<file path="src/rtl/cfd_pkg.sv">
package cfd_pkg;
  typedef enum logic {
    MODE_CF = 1'b0,
    MODE_SR = 1'b1
  } cfd_mode_e;

  typedef struct packed {
    logic accept;
    logic reject;
  } cfd_verdict_t;
endpackage

</file>
<file path="src/rtl/cfd_edge.sv">
module cfd_edge (
  input  logic clk,
  input  logic rst_n,
  input  logic sig_i,
  output logic prev_o,
  output logic rise_o
);
  logic prev_q;
  logic prev_d;

  always_comb begin
    prev_d = sig_i;
  end

  always_ff @(posedge clk or negedge rst_n) begin
    if (!rst_n) prev_q <= 1'b0;
    else        prev_q <= prev_d;
  end

  assign prev_o = prev_q;
  assign rise_o = sig_i & ~prev_q;
endmodule

</file>
<file path="src/rtl/cfd_gate.sv">
module cfd_gate
  import cfd_pkg::*;
(
  input  logic clk,
  input  logic rst_n,
  input  logic mode_i,
  input  logic lvl_i,
  input  logic lvl_prev_i,
  input  logic zc_i,
  input  logic zc_rise_i,
  input  logic block_i,
  output logic accept_o,
  output logic mark_o,
  output logic rej_o
);
  cfd_mode_e    mode;
  cfd_verdict_t vd;
  logic pend_q, pend_d;
  logic mark_q, rej_q;

  assign mode = cfd_mode_e'(mode_i);

  always_comb begin
    vd     = '0;
    pend_d = 1'b0;
    if (!block_i) begin
      if (mode == MODE_CF) begin
        vd.accept = (zc_rise_i & lvl_i) | (pend_q & zc_i & lvl_i);
        pend_d    = (zc_rise_i | pend_q) & zc_i & ~lvl_i;
      end else begin
        vd.accept = zc_rise_i & lvl_prev_i;
        vd.reject = zc_rise_i & ~lvl_prev_i;
      end
    end
  end

  always_ff @(posedge clk or negedge rst_n) begin
    if (!rst_n) begin
      pend_q <= 1'b0;
      mark_q <= 1'b0;
      rej_q  <= 1'b0;
    end else begin
      pend_q <= pend_d;
      mark_q <= vd.accept;
      rej_q  <= vd.reject;
    end
  end

  assign accept_o = vd.accept;
  assign mark_o   = mark_q;
  assign rej_o    = rej_q;


  excl_out_chk: assert property (@(posedge clk) disable iff (!rst_n)
    !(mark_q && rej_q));

  rej_mode_chk: assert property (@(posedge clk) disable iff (!rst_n)
    rej_q |-> $past(mode_i));

  block_quiet_chk: assert property (@(posedge clk) disable iff (!rst_n)
    $past(block_i) |-> (!mark_q && !rej_q));

  sr_armed_chk: assert property (@(posedge clk) disable iff (!rst_n)
    (mark_q && $past(mode_i)) |-> $past(lvl_prev_i));

  single_mark_chk: assert property (@(posedge clk) disable iff (!rst_n)
    mark_q |=> !mark_q);
endmodule

</file>
<file path="src/rtl/cfd_stretch.sv">
module cfd_stretch #(
  parameter int PULSE_LEN = 4
) (
  input  logic clk,
  input  logic rst_n,
  input  logic load_i,
  output logic pulse_o
);
  localparam int CW = $clog2(PULSE_LEN + 1);
  localparam logic [CW-1:0] LOAD = CW'(PULSE_LEN);

  logic [CW-1:0] cnt_q, cnt_d;
  logic          cnt_en;

  always_comb begin
    cnt_en = load_i | (cnt_q != '0);
    cnt_d  = load_i ? LOAD : cnt_q - 1'b1;
  end

  always_ff @(posedge clk or negedge rst_n) begin
    if (!rst_n)      cnt_q <= '0;
    else if (cnt_en) cnt_q <= cnt_d;
  end

  assign pulse_o = (cnt_q != '0);


  cnt_range_chk: assert property (@(posedge clk) disable iff (!rst_n)
    cnt_q <= LOAD);
endmodule

</file>
<file path="src/rtl/cfd_mark_gate.sv">
module cfd_mark_gate #(
  parameter int PULSE_LEN = 4
) (
  input  logic clk,
  input  logic rst_n,
  input  logic mode_i,
  input  logic lvl_i,
  input  logic zc_i,
  input  logic block_i,
  output logic mark_o,
  output logic pulse_o,
  output logic rej_o
);
  logic [1:0] rsync_q;
  logic       srst_n;
  logic       lvl_prev, lvl_rise_unused;
  logic       zc_prev_unused, zc_rise;
  logic       accept;

  always_ff @(posedge clk or negedge rst_n) begin
    if (!rst_n) rsync_q <= 2'b00;
    else        rsync_q <= {rsync_q[0], 1'b1};
  end
  assign srst_n = rsync_q[1];

  cfd_edge u_lvl (
    .clk(clk), .rst_n(srst_n), .sig_i(lvl_i),
    .prev_o(lvl_prev), .rise_o(lvl_rise_unused)
  );

  cfd_edge u_zc (
    .clk(clk), .rst_n(srst_n), .sig_i(zc_i),
    .prev_o(zc_prev_unused), .rise_o(zc_rise)
  );

  cfd_gate u_gate (
    .clk(clk), .rst_n(srst_n), .mode_i(mode_i),
    .lvl_i(lvl_i), .lvl_prev_i(lvl_prev),
    .zc_i(zc_i), .zc_rise_i(zc_rise), .block_i(block_i),
    .accept_o(accept), .mark_o(mark_o), .rej_o(rej_o)
  );

  cfd_stretch #(.PULSE_LEN(PULSE_LEN)) u_str (
    .clk(clk), .rst_n(srst_n), .load_i(accept), .pulse_o(pulse_o)
  );


  pulse_start_chk: assert property (@(posedge clk) disable iff (!srst_n)
    mark_o |-> pulse_o);

  reset_quiet_chk: assert property (@(posedge clk)
    !srst_n |-> (!mark_o && !pulse_o && !rej_o));
endmodule

</file>
<file path="config.mk">
export PLATFORM = sky130hd
export DESIGN_NAME = cfd_mark_gate
export DESIGN_NICKNAME = d
export VERILOG_FILES = /design/src/rtl/cfd_pkg.sv /design/src/rtl/cfd_edge.sv /design/src/rtl/cfd_gate.sv /design/src/rtl/cfd_stretch.sv /design/src/rtl/cfd_mark_gate.sv
export SDC_FILE = /design/constraint.sdc
export NUM_CORES = 1
export LEC_CHECK = 0
export BUFFER_PORTS_ARGS = -buffer_cell sky130_fd_sc_hd__buf_2
export CAP_MARGIN = 20
export CORE_AREA = 2 2 39 41
export DETAILED_ROUTE_END_ITERATION = 8
export DIE_AREA = 0 0 41 43
export SLEW_MARGIN = 10
export SYNTH_ARGS = -nofsm -noshare
export SYNTH_HDL_FRONTEND = slang
export SYNTH_HIERARCHICAL = 1
export SYNTH_SLANG_ARGS = --single-unit
</file>
<file path="constraint.sdc">
create_clock -name clk -period 0.9 [get_ports clk]
set_input_delay 0.18 -clock clk [delete_from_list [all_inputs] [get_ports clk]]
set_output_delay 0.18 -clock clk [all_outputs]
set_load 0.05 [all_outputs]
</file>
-- Yosys cells after proc, flatten, opt, wreduce, memory -nomap -nowiden
Index checks and enable logic that the tools add are counted.
- input port bits: 6
- word-level logic and storage cells: 29
- output and inout bits: 3
- register bits after elaboration: 10
- reduce and logical (&&, ||, !) cells: 1
- add/sub/neg operators: 1
- mux-type cells: 6
- bitwise gates (word level): 14
- operators by type and width (kind ; number):
    AND 1 bit ; 8
    two-way mux 1 bit ; 4
    two-way mux 3 bit ; 1
    NOT 1 bit ; 3
    OR 1 bit ; 3
    nonzero test 3 bit ; 1
    subtractor 3 x 1 -> 3 bit, second input constant ; 1
    two-way mux 2 bit ; 1

-- Depth between registers and ports, before layout
Gate-level depths: netlist of the first run.
- word-level depth: 7
- mapped depth: 5
- depth with buffers taken out: 5

-- Hierarchy
The synthesis of the first run kept the hierarchy.
- modules (own cells, without submodules) (module ; times used ; cells an instance ; area each (um^2) ; seq. area each (um^2)):
    cfd_stretch ; 1 ; 16 ; 177.7 ; 75.1
    cfd_gate ; 1 ; 11 ; 141.4 ; 75.1
    cfd_edge ; 2 ; 2 ; 38.8 ; 25.0
    cfd_mark_gate ; 1 ; 3 ; 53.8 ; 50.0

-- Worst setup path after synthesis of the first run
OpenSTA, ideal clock, no wires.
- path kind: register -> register
- from: register u_zc.prev_q (netlist: u_zc/prev_o)
- to: register u_str.cnt_q[0]
- path slack: -0.551 ns
- library setup time: 0.125 ns
- data required time: 0.775 ns
- buffers on the path: 0
- period minus slack after synthesis: 1.451 ns
- cell stages (with the launch flop): 6
- arrival time: 1.326 ns
- cells stage by stage: dfrtp_1 nor2b_4 inv_1 o32ai_2 and2b_1 mux2_2
- longest elaborated chain between the ends: 7
- elaborated cells on any way between the ends: 9
- those cells by class: 3 x mux; 6 x bitwise
- RTL lines (what ; line ; source):
    start: declaration ; cfd_edge.sv:8 ; logic prev_q;
    start signal: assignment ; cfd_edge.sv:17 ; else prev_q <= prev_d;
    NOT 1 bit (*) ; cfd_edge.sv:21 ; assign rise_o = sig_i & ~prev_q;
    AND 1 bit (*) ; cfd_edge.sv:21 ;
    via zc_rise ; cfd_mark_gate.sv:17 ; logic zc_prev_unused, zc_rise;
    AND 1 bit ; cfd_gate.sv:28 ; vd.accept = (zc_rise_i & lvl_i) | (pend_q & zc_i & lvl_i);
    OR 1 bit ; cfd_gate.sv:28 ;
    two-way mux 1 bit (*) ; cfd_gate.sv:27 ; if (mode == MODE_CF) begin
    two-way mux 2 bit (*) ; cfd_gate.sv:26 ; if (!block_i) begin
    via accept ; cfd_mark_gate.sv:18 ; logic accept;
    two-way mux 3 bit / OR 1 bit (equally long branches) ; cfd_stretch.sv:17, cfd_stretch.sv:16 ;
    end signal: assignment ; cfd_stretch.sv:22 ; else if (cnt_en) cnt_q <= cnt_d;
    end: declaration ; cfd_stretch.sv:12 ; logic [CW-1:0] cnt_q, cnt_d;
Mark *: on every way through the listed nets, which the timed path passes. The rest lies on a longest branch.
A chain may end at the register's enable or synchronous reset.

-- Final worst setup path of the first run
Same ends and word-level chain as after synthesis.

==> flow_summary.toml, run 1 <==
[global_route]
grt_pass1_wl_um = 1300
grt_start_max_net_pins = 9
antenna_found_initial = 0
grt_pass1_vias = 314
track_usage = 0.118
grt_overflow = 0

[setup_path]
critPathRequiredTime_ns = 1.05
path_cells = "nor2b_4, inv_2, o32ai_4, buf_4, nor2_1, mux2_2"
cp.arrival_ns = 1.53
slowest_delay_ns = 0.39
path_max_fanout = 4
crit_type = "register to register"
reg2reg_slack_ns = -0.49
slowest_stage = "dfrtp_1"
critPathTopFamily = "flip-flops"
reg2reg_from = "u_zc/prev_o$_DFF_PN0_"
critPathBufInv = 2
timing.rr.end = "u_str/cnt_q[0]$_DFFE_PN0P_"
critPathCaptureType = "register"
cp-start-kind = "register"
r2r_cells = 6

[clock_network]
cts-root-buf = "clkbuf_4"
cts_sinks = 10
cts.clk_slew.worst_paths_ns = 0.07
htreeDepth = 1
cts_buffer_depth = 2
cts_tree = "built"
clk_latency_ns = 0.27
cts_made_buffers = 3

[sta]
hold_slack_ns = 0.119
fin_crit_sh = 1.54
setup_viol = 9
fmax_ghz = 0.721
fin_ws_ns = -0.487
fin_crit_ns = 1.39
finalClockSkew_ns = 0.00560
hold_viol = 0
rsz0062_at_grt = "true"
slew_viol_final = 0

[place]
dp_hpwl_um = 544
place.port_buffers = 8
placedCellCount = 64
place_congestion = 0.705

[floorplanning]
die_y_um = 43
core-area_sq_um = 1380
start_util = 0.316
row_count = 14
pin_count = 9
dieArea_sq_um = 1760
fp.dieW_um = 41

[cells_and_area]
layout.cells.non_filler = 70
final_common_cell = "dfrtp_1"
area_delta_synth_final_pct = 53.0
final_nets = 63
mostFrequentLayoutCells = "dfrtp_1 (10), buf_4 (9), buf_2 (5)"
diodes = 0
drive_above_1_share = 0.537
n_fill_cell = 123
utilization = 0.483

[status]
violations = "setup timing"
status = "complete, but fails checks"

[power_and_ir_drop]
pwr-share-seq = 0.358
switching_share = 0.320
leakagePower_nw = 0.312
clockPowerShare = 0.242
ir_drop_mv = 1.16
p_int_mw = 1.13
power.density_nw_per_um2 = 2480
finalPower_mw = 1.66
pwr-share-comb = 0.401
p_sw_mw = 0.529

[drt]
post-route-drc-count = 0
drt_iter0_drc = 1
drt.antenna.violating_nets = 0
vias = 305
via_per_inst = 4.36
first_pass_iters = 3
wirelength_um = 795
drt-wirelength-per-cell_um = 11.4

[yosys]
synthesis.nets = 41
synthCells = 33
syn-cell-area_sq_um = 437
syn_area_per_cell_sq_um = 13.2
yosysWarnings = 6

[worst_hold_path]
hold_path.class = "register to asynchronous set/reset pin"

[run]
drv_cap = 0
-- worst max-delay path by stage --
stage                                startpoint                          to  slack (ns)  cells past startpoint
after floorplan           u_zc/prev_o$_DFF_PN0_  u_str/cnt_q[0]$_DFFE_PN0P_       -0.49                      5
after global placement    u_zc/prev_o$_DFF_PN0_  u_str/cnt_q[0]$_DFFE_PN0P_       -0.46                      6
after detailed placement  u_zc/prev_o$_DFF_PN0_  u_str/cnt_q[0]$_DFFE_PN0P_       -0.48                      6
after CTS                 u_zc/prev_o$_DFF_PN0_  u_str/cnt_q[0]$_DFFE_PN0P_       -0.49                      6
after global routing      u_zc/prev_o$_DFF_PN0_  u_str/cnt_q[0]$_DFFE_PN0P_       -0.56                      6
final                     u_zc/prev_o$_DFF_PN0_  u_str/cnt_q[0]$_DFFE_PN0P_       -0.49                      6
-- cell type report --
| cell class | instances | area, sq um | area share |
|---|---|---|---|
| tap | 16 | 20.0 | 0.0300 |
| clock buffer | 4 | 36.3 | 0.0543 |
| timing repair buffer | 17 | 125 | 0.187 |
| sequential | 10 | 250 | 0.375 |
| multi-input combinational | 20 | 225 | 0.337 |
| inverter | 3 | 11.3 | 0.0169 |
-- flip-flops by register name (all words and copies together), names as in the netlist --
name and cells:
rsync_q 2, u_gate/mark_o 1, u_gate/pend_q 1, u_gate/rej_o 1
u_lvl/prev_o 1, u_str/cnt_q 3, u_zc/prev_o 1
-- layer usage --
| metal | GRT usage | share of wire | routed length (um) | up-vias |
|---|---|---|---|---|
| li1 | - | - | - | 154 |
| met1 | 0.148 | 0.45 | 360 | 145 |
| met2 | 0.150 | 0.50 | 401 | 6 |
| met3 | 0.0942 | 0.042 | 33 | 0 |
| met4 | 0.0400 | 0 | 0 | 0 |
| met5 | 0 | 0 | 0 | - |
-- power groups by stage --
stage	clock [mW]	sequential, mW	combinational, mW
3_5_place_dp	0	0.601	0.572
3_3_place_gp	0	0.602	0.565
4_1_cts	0.418	0.593	0.656
2_1_floorplan	0	0.599	0.414
6_report	0.400	0.592	0.664
5_1_grt	0.452	0.605	0.729
-- repair_timing --
action / CTS / global route
hold buffers: 1 / 0
resized for setup: 10 / 1
setup endpoints to repair: 9 / 9
buffers inserted: 1 / 0
pin swaps: 2 / 2
endpoints found under the hold margin: 2 / 0
cloned: 0 / 0
-- metrics by stage --
stage | setup TNS [ns] | setup slack [ns] | instance area (sq um)
finish | -2.04 | -0.487 | 668
global placement | -1.52 | -0.465 | 563
detailed placement | -1.56 | -0.478 | 563
global route | -2.66 | -0.561 | 668
CTS | -2.10 | -0.486 | 659
floorplan | -0.946 | -0.492 | 450
Note: power is estimated with default switching activity, not from simulation.
==> run 2, diff against run 1 <==
- GPL_TIMING_DRIVEN: unset -> 0
==> run 2 against run 1 <==
The flow still finishes with violations (setup timing). First-iteration DRC count stayed put. Cell count is 2.9% lower. Critical path depth is 1 lower. Worst hold slack worse by 0.036 ns. Register-to-register slack worse by 0.04 ns. Critical endpoint unchanged.
==> flow_summary.toml, run 2 (synthesis results as in run 1) <==
[status]
status = "complete, but fails checks"
violations = "setup timing"

[drt]
vias = 315
highest_layer = "met3"
drt_iter0_drc = 1
post-route-drc-count = 0
met3WireLength_um = 33
met2_length_um = 430
wirelength_um = 801
via_per_inst = 4.63
first_pass_iters = 2
drt-wirelength-per-cell_um = 11.8
drt.antenna.violating_nets = 0
wl_met1_um = 336

[global_route]
grt_start_max_net_pins = 9
antenna_found_initial = 0
track_usage = 0.127
grt_pass1_wl_um = 1410
grt_pass1_vias = 327
grt_overflow = 0

[cells_and_area]
final_common_cell = "dfrtp_1"
final_nets = 61
reg_top3 = "u_str/cnt_q (3), rsync_q (2)"
largest_reg_flops = 3
drive_above_1_share = 0.558
utilization = 0.483
mostFrequentLayoutCells = "dfrtp_1 (10), buf_4 (6), buf_2 (5)"
top_register = "u_str/cnt_q"
area_delta_synth_final_pct = 53.0
diodes = 0

[floorplanning]
fp.dieW_um = 41
dieArea_sq_um = 1760
start_util = 0.316
row_count = 14
core-area_sq_um = 1380
pin_count = 9
die_y_um = 43

[power_and_ir_drop]
leakagePower_nw = 0.306
power.density_nw_per_um2 = 2450
ir_drop_mv = 1.01

[clock_network]
cts_made_buffers = 3
cts_tree = "built"
htreeDepth = 1
cts.clk_slew.worst_paths_ns = 0.06
cts_sinks = 10
cts-root-buf = "clkbuf_4"
cts_buffer_depth = 2
clk_latency_ns = 0.26

[setup_path]
path_max_fanout = 3
slowest_delay_ns = 0.39
path_cells = "nor2b_4, inv_2, o32ai_4, and2b_1, mux2_2"
critPathBufInv = 1
critPathRequiredTime_ns = 1.05
timing.critical_path.from = "u_zc/prev_o$_DFF_PN0_"
cp-start-kind = "register"
critPathCaptureType = "register"
critPathTopFamily = "flip-flops"
cp.arrival_ns = 1.57
crit_type = "register to register"
slowest_stage = "dfrtp_1"
reg2reg_from = "u_zc/prev_o$_DFF_PN0_"

[sta]
fin_crit_ns = 1.43
hold_slack_ns = 0.0823
fin_ws_ns = -0.526
hold_viol = 0
rsz0062_at_grt = "true"
slew_viol_final = 0
fmax_ghz = 0.701
fin_crit_sh = 1.58
tns_ns = -2.59
setup_viol = 9
finalClockSkew_ns = 0.00420

[place]
place_congestion = 0.692
dp_hpwl_um = 477
place.port_buffers = 8

[worst_hold_path]
min-delay-start = "zc_i"
hold_path.class = "primary input to register"

[run]
drv_cap = 0
## run 2: final cells by class
type / instances / area (sq um)
well taps: 16 / 20.0
fillers: 133 / 716
flip-flops and latches: 10 / 250
multi-input cells: 20 / 236
inverters: 3 / 11.3
repair buffers: 15 / 114
clock buffers: 4 / 36.3
## run 2: final timing paths
kind | to | slack (ns) | cells past startpoint
worst max-delay path | u_str/cnt_q[0]$_DFFE_PN0P_ | -0.53 | 5
worst min-delay path | u_zc/prev_o$_DFF_PN0_ | 0.08 | 1
worst max register to register | u_str/cnt_q[0]$_DFFE_PN0P_ | -0.53 | 5
worst min register to register | u_str/cnt_q[1]$_DFFE_PN0P_ | 0.12 | 0
max in group asynchronous | u_zc/prev_o$_DFF_PN0_ | 0.53 | 0
min in group asynchronous | u_str/cnt_q[1]$_DFFE_PN0P_ | 0.12 | 0
## run 2: per-layer routing
metal / vias up / track usage
met5: - / 0
met4: 0 / 0.0600
met3: 0 / 0.0785
met2: 6 / 0.191
met1: 156 / 0.135
li1: 153 / -
## run 2: power breakdown
group	switching, mW	internal, mW
Sequential	0.0640	0.536
Combinational	0.309	0.338
Clock	0.146	0.245
## run 2: timing repair
item	in CTS	in global routing
hold buffers	1	0
resized for setup	13	2
pin swaps	3	1
setup buffers	5	2
setup endpoints to repair	9	9
endpoints found under the hold margin	2	0
## run 2: through the flow
stage / power [mW] / cell area [sq um] / cells / setup slack [ns]
after floorplan: 1.01 / 450 / 33 / -0.492
after global placement: 1.11 / 510 / 57 / -0.568
after detailed placement: 1.11 / 510 / 57 / -0.581
after CTS: 1.65 / 657 / 67 / -0.555
after global routing: 1.76 / 668 / 68 / -0.599
final: 1.64 / 668 / 68 / -0.526
